## src/rtl/wdog_pkg.sv

```systemverilog
package wdog_pkg;

   typedef enum logic [2:0] {
      WR_NONE,
      WR_RESTART,
      WR_ENABLE,
      WR_WARN_THR,
      WR_FATAL_THR
   } wdog_reg_e;

   // Byte offset of each register for the selected map.
   function automatic int unsigned wdog_offset(input int map_sel, input wdog_reg_e r);
      int unsigned off;
      off = 0;
      if (map_sel == 0) begin
         case (r)
            WR_RESTART:   off = 'h38;
            WR_ENABLE:    off = 'h40;
            WR_WARN_THR:  off = 'h4C;
            WR_FATAL_THR: off = 'h5C;
            default:      off = 0;
         endcase
      end else begin
         case (r)
            WR_RESTART:   off = 'h04;
            WR_ENABLE:    off = 'h08;
            WR_WARN_THR:  off = 'h10;
            WR_FATAL_THR: off = 'h14;
            default:      off = 0;
         endcase
      end
      return off;
   endfunction

   localparam int WDOG_NSTAGE = 2;
   localparam int STG_WARN    = 0;
   localparam int STG_FATAL   = 1;

endpackage

```

## src/rtl/wdog_regs.sv

```systemverilog
module wdog_regs
   import wdog_pkg::*;
#(
   parameter int ADDR_W  = 8,
   parameter int DATA_W  = 32,
   parameter int CNT_W   = 28,
   parameter int MAP_SEL = 0
) (
   input  logic              clk,
   input  logic              rst_n,
   input  logic              wr_i,
   input  logic [ADDR_W-1:0] addr_i,
   input  logic [DATA_W-1:0] wdata_i,
   output logic [DATA_W-1:0] rdata_o,
   output logic              en_o,
   output logic [CNT_W-1:0]  warn_thr_o,
   output logic [CNT_W-1:0]  fatal_thr_o,
   output logic              restart_o
);

   localparam int unsigned OFF_RST  = wdog_offset(MAP_SEL, WR_RESTART);
   localparam int unsigned OFF_EN   = wdog_offset(MAP_SEL, WR_ENABLE);
   localparam int unsigned OFF_WARN = wdog_offset(MAP_SEL, WR_WARN_THR);
   localparam int unsigned OFF_FAT  = wdog_offset(MAP_SEL, WR_FATAL_THR);
   localparam logic [ADDR_W-1:0] A_RST  = ADDR_W'(OFF_RST);
   localparam logic [ADDR_W-1:0] A_EN   = ADDR_W'(OFF_EN);
   localparam logic [ADDR_W-1:0] A_WARN = ADDR_W'(OFF_WARN);
   localparam logic [ADDR_W-1:0] A_FAT  = ADDR_W'(OFF_FAT);

   generate
      if (MAP_SEL != 0 && MAP_SEL != 1) begin : g_bad_map
         $error("wdog_regs: MAP_SEL must be 0 or 1");
      end
      if ((64'd1 << ADDR_W) <= 64'(OFF_FAT)) begin : g_bad_addr
         $error("wdog_regs: ADDR_W too narrow for the register map");
      end
      if (CNT_W < 2 || CNT_W > DATA_W) begin : g_bad_cnt
         $error("wdog_regs: CNT_W must lie in 2..DATA_W");
      end
   endgenerate

   wdog_reg_e sel;
   logic      unused_bits;

   assign unused_bits = ^wdata_i;

   always_comb begin
      if      (addr_i == A_RST)  sel = WR_RESTART;
      else if (addr_i == A_EN)   sel = WR_ENABLE;
      else if (addr_i == A_WARN) sel = WR_WARN_THR;
      else if (addr_i == A_FAT)  sel = WR_FATAL_THR;
      else                       sel = WR_NONE;
   end

   always_ff @(posedge clk or negedge rst_n) begin
      if (!rst_n) begin
         en_o        <= 1'b0;
         warn_thr_o  <= '0;
         fatal_thr_o <= '0;
      end else if (wr_i) begin
         case (sel)
            WR_ENABLE:    en_o        <= wdata_i[0];
            WR_WARN_THR:  warn_thr_o  <= wdata_i[CNT_W-1:0];
            WR_FATAL_THR: fatal_thr_o <= wdata_i[CNT_W-1:0];
            default: ;
         endcase
      end
   end

   assign restart_o = wr_i && (sel == WR_RESTART) && wdata_i[0];

   always_comb begin
      case (sel)
         WR_ENABLE:    rdata_o = DATA_W'(en_o);
         WR_WARN_THR:  rdata_o = DATA_W'(warn_thr_o);
         WR_FATAL_THR: rdata_o = DATA_W'(fatal_thr_o);
         default:      rdata_o = '0;
      endcase
   end


   thr_keep_chk: assert property (@(posedge clk) disable iff (!rst_n)
      !wr_i |=> $stable(warn_thr_o) && $stable(fatal_thr_o));

endmodule

```

## src/rtl/wdog_count.sv

```systemverilog
module wdog_count #(
   parameter int CNT_W = 28
) (
   input  logic             clk,
   input  logic             rst_n,
   input  logic             clr_i,
   input  logic             run_i,
   output logic [CNT_W-1:0] cnt_o
);

   localparam logic [CNT_W-1:0] CNT_MAX = '1;

   always_ff @(posedge clk or negedge rst_n) begin
      if (!rst_n)                          cnt_o <= '0;
      else if (clr_i)                      cnt_o <= '0;
      else if (run_i && cnt_o != CNT_MAX)  cnt_o <= cnt_o + 1'b1;
   end


   no_wrap_chk: assert property (@(posedge clk) disable iff (!rst_n)
      (cnt_o == CNT_MAX && !clr_i) |=> cnt_o == CNT_MAX);


   cnt_hold_chk: assert property (@(posedge clk) disable iff (!rst_n)
      (!run_i && !clr_i) |=> $stable(cnt_o));


   cnt_clr_chk: assert property (@(posedge clk) disable iff (!rst_n)
      clr_i |=> cnt_o == '0);

endmodule

```

## src/rtl/wdog_stage.sv

```systemverilog
module wdog_stage #(
   parameter int CNT_W = 28
) (
   input  logic             clk,
   input  logic             rst_n,
   input  logic [CNT_W-1:0] cnt_i,
   input  logic [CNT_W-1:0] thr_i,
   input  logic             arm_i,
   input  logic             clr_i,
   output logic             fire_o
);

   logic hit;

   assign hit = arm_i && (thr_i != '0) && (cnt_i >= thr_i);

   always_ff @(posedge clk or negedge rst_n) begin
      if (!rst_n)      fire_o <= 1'b0;
      else if (clr_i)  fire_o <= 1'b0;
      else if (hit)    fire_o <= 1'b1;
   end


   zero_thr_chk: assert property (@(posedge clk) disable iff (!rst_n)
      (thr_i == '0 && !fire_o) |=> !fire_o);


   fire_hold_chk: assert property (@(posedge clk) disable iff (!rst_n)
      (fire_o && !clr_i) |=> fire_o);


   fire_clr_chk: assert property (@(posedge clk) disable iff (!rst_n)
      clr_i |=> !fire_o);

endmodule

```

## src/rtl/wdog_two_stage.sv

```systemverilog
module wdog_two_stage
   import wdog_pkg::*;
#(
   parameter int ADDR_W  = 8,
   parameter int DATA_W  = 32,
   parameter int CNT_W   = 28,
   parameter int MAP_SEL = 0
) (
   input  logic              clk,
   input  logic              rst_n,
   input  logic              tick_en,
   input  logic              bus_wr,
   input  logic [ADDR_W-1:0] bus_addr,
   input  logic [DATA_W-1:0] bus_wdata,
   output logic [DATA_W-1:0] bus_rdata,
   output logic              warn_irq,
   output logic              fatal_rst
);

   logic             en;
   logic             restart;
   logic [CNT_W-1:0] cnt;
   logic [CNT_W-1:0] stg_thr  [WDOG_NSTAGE];
   logic             stg_arm  [WDOG_NSTAGE];
   logic             stg_clr  [WDOG_NSTAGE];
   logic             stg_fire [WDOG_NSTAGE];

   wdog_regs #(
      .ADDR_W (ADDR_W),
      .DATA_W (DATA_W),
      .CNT_W  (CNT_W),
      .MAP_SEL(MAP_SEL)
   ) u_regs (
      .clk        (clk),
      .rst_n      (rst_n),
      .wr_i       (bus_wr),
      .addr_i     (bus_addr),
      .wdata_i    (bus_wdata),
      .rdata_o    (bus_rdata),
      .en_o       (en),
      .warn_thr_o (stg_thr[STG_WARN]),
      .fatal_thr_o(stg_thr[STG_FATAL]),
      .restart_o  (restart)
   );

   wdog_count #(.CNT_W(CNT_W)) u_count (
      .clk  (clk),
      .rst_n(rst_n),
      .clr_i(restart),
      .run_i(en && tick_en && !stg_fire[STG_FATAL]),
      .cnt_o(cnt)
   );

   // Warning stage clears on restart or disable; fatal stage only on reset.
   assign stg_arm[STG_WARN]  = en && !stg_fire[STG_FATAL];
   assign stg_clr[STG_WARN]  = restart || !en;
   assign stg_arm[STG_FATAL] = en;
   assign stg_clr[STG_FATAL] = 1'b0;

   generate
      for (genvar g = 0; g < WDOG_NSTAGE; g++) begin : g_stage
         wdog_stage #(.CNT_W(CNT_W)) u_stage (
            .clk   (clk),
            .rst_n (rst_n),
            .cnt_i (cnt),
            .thr_i (stg_thr[g]),
            .arm_i (stg_arm[g]),
            .clr_i (stg_clr[g]),
            .fire_o(stg_fire[g])
         );
      end
   endgenerate

   assign warn_irq  = stg_fire[STG_WARN];
   assign fatal_rst = stg_fire[STG_FATAL];


   fatal_sticky_chk: assert property (@(posedge clk) disable iff (!rst_n)
      fatal_rst |=> fatal_rst);


   no_warn_after_fatal_chk: assert property (@(posedge clk) disable iff (!rst_n)
      (fatal_rst && !warn_irq) |=> !warn_irq);


   warn_off_when_disabled_chk: assert property (@(posedge clk) disable iff (!rst_n)
      !en |=> !warn_irq);


   frozen_after_fatal_chk: assert property (@(posedge clk) disable iff (!rst_n)
      (fatal_rst && !restart) |=> $stable(cnt));

endmodule

```

## config.mk

```make
export PLATFORM = sky130hd
export DESIGN_NAME = wdog_two_stage
export DESIGN_NICKNAME = d
export VERILOG_FILES = /design/src/rtl/wdog_pkg.sv /design/src/rtl/wdog_regs.sv /design/src/rtl/wdog_count.sv /design/src/rtl/wdog_stage.sv /design/src/rtl/wdog_two_stage.sv
export SDC_FILE = /design/constraint.sdc
export NUM_CORES = 1
export LEC_CHECK = 0
export ABC_AREA = 1
export BUFFER_PORTS_ARGS = -buffer_cell sky130_fd_sc_hd__buf_2
export CAP_MARGIN = 15
export CORE_AREA = 10 10 127 129
export CTS_CLUSTER_SIZE = 16
export DETAILED_ROUTE_END_ITERATION = 12
export DIE_AREA = 0 0 137 139
export SYNTH_ARGS = -nofsm -noshare
export SYNTH_HDL_FRONTEND = slang
export SYNTH_SLANG_ARGS = --single-unit
```

## constraint.sdc

```tcl
create_clock -name clk -period 2.1 [get_ports clk]
set_clock_uncertainty 0.05 [all_clocks]
set_input_delay 0.105 -clock clk [delete_from_list [all_inputs] [get_ports clk]]
set_output_delay 0.105 -clock clk [all_outputs]
set_load 0.05 [all_outputs]
```

==> results.yml, run 1 <==
status:
  outcome: "finished, final reports clean"
clock_network:
  clkLatencyLatePin_ns: 0.36
  cts_resized: 0
  clk_pin_slew_ns: 0.06
  clockBufferDepth: 2
  cts_tree: "yes"
  post_cts_buffers: 0
  htree_levels: 3
  cts_hold_buf: 29
  clock_sinks: 87
  cts_root_buf: "clkbuf_16"
  cts_buffers: 9
global_routing:
  met1_usage: 0.2409
  globalRoute.busiestLayer: "met2"
  grt_max_degree: 57
  use_met2: 0.3041
  grt_pass1_vias: 5616
  antenna_found_initial: 0
  track_usage: 0.1897
  overflow: 0
  grt_pass1_wl_um: 28700
  grtUsageMet3: 0.04855
drt:
  viasPerCell: 5.071
  vias: 5690
  wire_per_inst_um: 15.54
  first_pass_iters: 5
  ant_nets: 0
  wl_um: 17430
  drt_iter0_markers: 358
  drc_errors: 0
die:
  dieHeight_um: 139
  ios: 78
  die_w_um: 137
  start_util: 0.4412
  dieArea_mm2: 0.01904
  core_mm2: 0.01367
  fp-row-count: 43
sta:
  maxSlewViolCount: 0
  fin_crit_ns: 1.895
  fmax_ghz: 0.5277
  finalSetupViolations: 0
  worst_slew_pin_slew_ns: 0.6540
  period_share: 0.9025
  totalNegativeSetupSlack_ns: 0
  maxSlewHeadroom: 0.5640
  hold_viol_final: 0
  rsz0062_at_grt: "false"
  whs_ns: 0.05389
power:
  vdd_drop_max_uv: 646.1
  leakagePower_nw: 3.528
  clock_power_share: 0.259
  p_seq_frac: 0.376
  p_comb_frac: 0.366
  swShare: 0.4125
  p_int_mw: 3.890
  power_density_mw_per_mm2: 921.1
  switchingPower_mw: 2.732
layout:
  syn2layout_area_growth_pct: 19.24
  final_area_mm2: 0.007189
  drive_above_1_share: 0.1338
  fin_util: 0.5261
  diodes: 0
  final_nets: 1038
synthesis:
  ys_seq_area_frac: 0.3611
  netlist_area_mm2: 0.006030
  yosys_warnings: 0
  syn_area_per_cell_um2: 7.178
  syn_inst: 840
  ys_ff_latch: 87
  yosysUniqueCellTypes: 32
setup_path:
  end_kind: "register"
  cp.required_ns: 2.35
  cp_cell_sequence: "ha_1 > nand2_2 > nor2_4 > nand2_2 > nor2_4 > nand2_2 > nand2_2 > nand2_1 > buf_4 > inv_2 > nand2_1 > nand2_1"
  r2r_slack_ns: 0.20
  crit_fanout: 9
  cpLargestDelayFamily: "simple AND/OR/NAND/NOR gates"
  crit_top_cell: "nand2_2"
  slowest_delay_ns: 0.44
  cp_slowest_cell: "dfrtp_1"
  startpoint_type: "register"
  path_class: "register to register"
  critPathArrivalTime_ns: 2.14
  crit_buf_inv: 2
placed_design:
  postPlaceCellArea_mm2: 0.006584
  portBuffers: 69
  dpl.hpwl_um: 13410
  place_congestion: 0.8858
worst_hold_path:
  min_path_type: "input port to register"
flow_run:
  maxCapViolations: 0
## cells in the mapped netlist
cell type / n / area, um2
o22ai_1: 27 / 168.9
nor2_1: 54 / 202.7
or2_2: 1 / 6.260
nand3_1: 28 / 140.1
nor3_4: 1 / 16.27
ha_1: 57 / 713.2
o21ai_0: 39 / 195.2
a31oi_1: 2 / 12.51
nor3_1: 20 / 100.1
o21a_1: 3 / 22.52
o21ai_1: 46 / 230.2
nor2_4: 2 / 22.52
conb_1: 1 / 3.750
o221ai_1: 1 / 8.760
buf_4: 4 / 30.03
clkbuf_1: 17 / 63.81
nor3_2: 4 / 40.04
a21oi_1: 26 / 130.1
a21o_1: 1 / 7.510
nand2_1: 215 / 807.0
nand2_2: 5 / 31.28
buf_2: 3 / 15.01
and3_1: 1 / 6.260
buf_6: 3 / 33.78
nor4_1: 2 / 12.51
inv_2: 14 / 52.55
nand3b_1: 1 / 7.510
dfrtp_1: 87 / 2177
xor2_1: 4 / 35.03
nand4_1: 37 / 231.5
or3_1: 1 / 6.260
inv_1: 133 / 499.2
## logic make-up (layout without fill, tap and decap cells)
| group | Yosys count | after routing | share of synthesized area |
|---|---|---|---|
| compound gates | 145 | 145 | 0.1287 |
| xor+xnor | 4 | 4 | 0.005810 |
| fa+ha+maj | 57 | 57 | 0.1183 |
| buf+inv | 174 | 273 | 0.1152 |
| flops | 87 | 87 | 0.3611 |
| other cells | 1 | 4 | 0.0006219 |
| simple gates | 372 | 372 | 0.2704 |
## sequential cells by signal, indices dropped and copies added, names as in the netlist
signal / count
g_stage.u_stage.fire_o: 2
u_count.cnt_o: 28
u_regs.en_o: 1
u_regs.fatal_thr_o: 28
u_regs.warn_thr_o: 28
## path summary, 6_finish.rpt
path                                            from                      to  cells past startpoint
worst max-delay path                u_count.cnt_o[0]       u_count.cnt_o[26]                     12
worst min-delay path                    bus_wdata[0]             u_regs.en_o                      3
worst max register to register      u_count.cnt_o[0]       u_count.cnt_o[26]                     12
worst min register to register  u_regs.warn_thr_o[7]    u_regs.warn_thr_o[7]                      2
max in group asynchronous                      rst_n  u_regs.fatal_thr_o[21]                      3
min in group asynchronous                      rst_n    u_regs.warn_thr_o[8]                      2
## worst register-to-register path: stages, from the launching register on
cell	delay, ns
dfrtp_1	0.44
ha_1	0.23
nand2_2	0.08
nor2_4	0.15
nand2_2	0.13
nor2_4	0.16
nand2_2	0.07
nand2_2	0.08
nand2_1	0.07
buf_4	0.18
inv_2	0.09
nand2_1	0.05
nand2_1	0.07
## area by class of cell
class                      instances  area (um2)
clock buffer                      10       239.0
clock inverter                     6       76.32
fill                            1426        6476
inverter                         147       551.8
multi-input combinational        582        3179
sequential                        87        2177
tap                              180       225.2
timing repair buffer             110       740.7
## power groups by stage
stage | Combinational, mW | Sequential (mW) | Clock [mW]
floorplan | 1.80 | 2.32 | 0
detailed placement | 2.38 | 2.50 | 0
global placement | 2.33 | 2.50 | 0
CTS | 2.43 | 2.48 | 1.75
global route | 2.84 | 2.54 | 1.82
finish | 2.42 | 2.49 | 1.71
## metal layers
metal  vias to the layer above  part of all wire  wire length, um
li1                       2936                 -                -
met2                        97              0.48             8307
met5                         -                 0                0
met4                         0             0.023              393
met3                        27             0.043              745
met1                      2630              0.46             7988
## per-stage QoR
| stage | instances | power [mW] | setup WS (ns) |
|---|---|---|---|
| finish | 1122 | 6.622 | 0.2048 |
| global route | 1122 | 7.193 | 0.005276 |
| CTS | 1122 | 6.656 | 0.1995 |
| detailed placement | 1077 | 4.877 | 0.2205 |
| global placement | 1077 | 4.833 | 0.2717 |
| floorplan | 843 | 4.112 | 0.2513 |
## cell usage in the layout (no fill, tap or decap), types with 14 or more instances in the layout
master / netlist / routed
nor2_1: 54 / 54
nand3_1: 28 / 26
dfrtp_1: 87 / 87
nor3_1: 20 / 20
nand4_1: 37 / 37
inv_2: 14 / 14
nand2_1: 215 / 215
ha_1: 57 / 57
a21oi_1: 26 / 26
inv_1: 133 / 133
o22ai_1: 27 / 27
o21ai_0: 39 / 39
dlygate4sd3_1: 0 / 29
o21ai_1: 46 / 46
buf_2: 3 / 68
(Power assumes the default switching activity.)
==> run 2, diff against run 1 <==
--- a/config.mk
+++ b/config.mk
@@ -5,13 +5,13 @@
 export SDC_FILE = /design/constraint.sdc
 export NUM_CORES = 1
 export LEC_CHECK = 0
-export ABC_AREA = 1
+export ABC_AREA = 0
 export BUFFER_PORTS_ARGS = -buffer_cell sky130_fd_sc_hd__buf_2
 export CAP_MARGIN = 15
-export CORE_AREA = 10 10 127 129
+export CORE_AREA = 10 10 122 124
 export CTS_CLUSTER_SIZE = 16
 export DETAILED_ROUTE_END_ITERATION = 12
-export DIE_AREA = 0 0 137 139
+export DIE_AREA = 0 0 132 134
 export SYNTH_ARGS = -nofsm -noshare
 export SYNTH_HDL_FRONTEND = slang
 export SYNTH_SLANG_ARGS = --single-unit
==> results.yml, run 2 <==
drt:
  vias: 4613
  viasPerCell: 5.414
  ant_nets: 0
  drc_errors: 0
  drt_iter0_markers: 335
  wire_per_inst_um: 18.29
  wl_um: 15590
  first_pass_iters: 5
sta:
  period_share: 0.9496
  whs_ns: 0.02685
  maxSlewViolCount: 0
  fmax_ghz: 0.5015
  hold_viol_final: 0
  finalSetupViolations: 0
  setup_ws_ns: 0.1059
  rsz0062_at_grt: "true"
  worst_slew_pin_slew_ns: 0.5612
  maxSlewHeadroom: 0.6162
  fin_crit_ns: 1.994
clock_network:
  htree_levels: 3
  clock_sinks: 87
  cts_tree: "yes"
  clkLatencyLatePin_ns: 0.35
  cts_buffers: 9
  cts_root_buf: "clkbuf_16"
  clockBufferDepth: 2
  clk_pin_slew_ns: 0.06
die:
  start_util: 0.4392
  ios: 78
  dieHeight_um: 134
  fp-row-count: 41
  core_mm2: 0.01247
  die_w_um: 132
  dieArea_mm2: 0.01769
global_routing:
  grt_max_degree: 49
  grt_pass1_wl_um: 25410
  antenna_found_initial: 1
  overflow: 0
  track_usage: 0.1792
  grt_pass1_vias: 4864
placed_design:
  portBuffers: 69
  place_inst: 805
  dpl.hpwl_um: 12090
  postPlaceCellArea_mm2: 0.006301
  place_congestion: 0.9117
  dp_slack_ns: -0.06593
worst_hold_path:
  min_to: "u_regs.fatal_thr_o[0]"
  min_path_type: "input port to register"
  min-delay-start: "bus_wdata[0]"
  hold_depth: 2
layout:
  top_regs: "u_count.cnt_o (28), u_regs.fatal_thr_o (28), u_regs.warn_thr_o (28)"
  multi_input_area_mm2: 0.003074
  layout_common_cells: "dfrtp_1, buf_2, mux2_2, ha_1, inv_1"
  final_area_mm2: 0.007007
  final_common_cell: "dfrtp_1"
  final_nets: 775
  seqCellArea_mm2: 0.002180
  nFillCells: 1090
  syn2layout_area_growth_pct: 27.97
  drive_above_1_share: 0.2975
  finalNonFillerCells: 852
synthesis:
  syn_area_per_cell_um2: 10.18
  synth.most_common_cell: "dfrtp_1"
  synth_edf_count: 0
  netlist_area_mm2: 0.005475
  synth_flop_cell: "dfrtp_1"
  ys_ff_latch: 87
  yosys.area.top_type: "dfrtp_1"
  async_flop_share: 1.000
  yosysUniqueCellTypes: 49
  synth_top_cell_area_share: 0.3976
  yosys_warnings: 0
  synthTopCellsByCount: "dfrtp_1, ha_1, mux2_2"
  ys_seq_area_frac: 0.3976
  syn_inst: 538
  synth_area_leaders: "dfrtp_1, ha_1, mux2_2, a22o_1, inv_1"
status:
  outcome: "finished, final reports clean"
setup_path:
  r2r_cells: 6
  reg2reg_from: "u_count.cnt_o[26]"
  path_class: "register to register"
  cp.required_ns: 2.29
  r2r_slack_ns: 0.11
  reg2reg_to: "u_count.cnt_o[25]"
  crit_fanout: 8
  end_kind: "register"
  startpoint_type: "register"
  critPathArrivalTime_ns: 2.18
flow_run:
  maxCapViolations: 0
power:
  leakagePower_nw: 3.486
  vdd_drop_max_uv: 434.6
  power_density_mw_per_mm2: 627.1
  power_mw: 4.394
## run 2: cell types whose count changed in the layout (fill, tap and decap cells not counted), sizes merged, moves of 18 or more
cell	before	now
nand2	220	21
inv	150	57
o21ai	85	13
mux2	0	57
buf	81	113
a22o	0	27
o22ai	27	0
nand4	37	17
nor2	56	37
nor4	2	20
## run 2: repair_timing
| item | CTS | global route |
|---|---|---|
| cloned | 0 | 0 |
| hold buffers | 28 | 0 |
| setup endpoints to repair | 4 | 21 |
| resized for setup | 1 | 10 |
| setup buffers | 0 | 2 |
| hold endpoints to repair | 93 | 0 |
| pin swaps | 0 | 3 |
## run 2: worst max-delay path, stage by stage, from the launching register on
cell and delay (ns):
dfrtp_1 0.41, nand4_1 0.22, or4_4 0.60, o2111ai_4 0.29, nor3_1 0.10, xnor2_1 0.15, nor2_1 0.06
## run 2: logic make-up after synthesis
kind of cell / after synthesis / synth area share
other: 1 / 0.0006849
DFF: 87 / 0.3976
buffers and inverters: 75 / 0.05507
AOI/OAI and AO/OA: 86 / 0.1140
adders and majority gates: 57 / 0.1303
muxes: 58 / 0.1191
and+or+nand+nor: 151 / 0.1465
xor gates and xnor gates: 23 / 0.03679
## run 2: report_power, final
part | switching, mW | leakage, nW | internal [mW] | total [mW]
Clock | 0.696 | 0.169 | 1.20 | 1.90
Combinational | 0.347 | 2.12 | 0.309 | 0.657
Sequential | 0.0887 | 1.20 | 1.75 | 1.84
## run 2: per-stage QoR
| stage | util | TNS (ns) |
|---|---|---|
| after floorplan | - | 0 |
| after global placement | 0.5055 | 0 |
| after detailed placement | 0.5055 | -0.1358 |
| after CTS | 0.5569 | 0 |
| after global routing | 0.5621 | -0.05564 |
| final | 0.5621 | 0 |
## run 2: how the worst max path moves through the flow
stage / start / slack [ns] / end
2_1_floorplan: g_stage[1].u_stage.fire_o / 0.19 / u_count.cnt_o[23]
3_3_place_gp: u_count.cnt_o[2] / 0.07 / u_count.cnt_o[10]
6_report: u_count.cnt_o[26] / 0.11 / u_count.cnt_o[25]
4_1_cts: u_count.cnt_o[0] / 0.06 / g_stage[0].u_stage.fire_o
3_5_place_dp: u_count.cnt_o[2] / -0.07 / u_count.cnt_o[10]
5_1_grt: u_count.cnt_o[26] / -0.02 / u_count.cnt_o[25]
## run 2: final cells by class
type,instances,area share
Antenna cell,1,0.0003571
Timing Repair Buffer,141,0.1386
Clock buffer,10,0.03411
Multi-Input combinational cell,379,0.4388
Clock inverter,6,0.01643
Sequential cell,87,0.3111
Tap cell,172,0.03071
Inverter,56,0.03000
## run 2: routing by layer
metal,vias to the layer above,track usage,wire length (um)
met5,-,0,0
met4,0,0.08220,435
met3,30,0.03510,802
met2,129,0.2868,7287
met1,2234,0.2289,7061
li1,2220,-,-
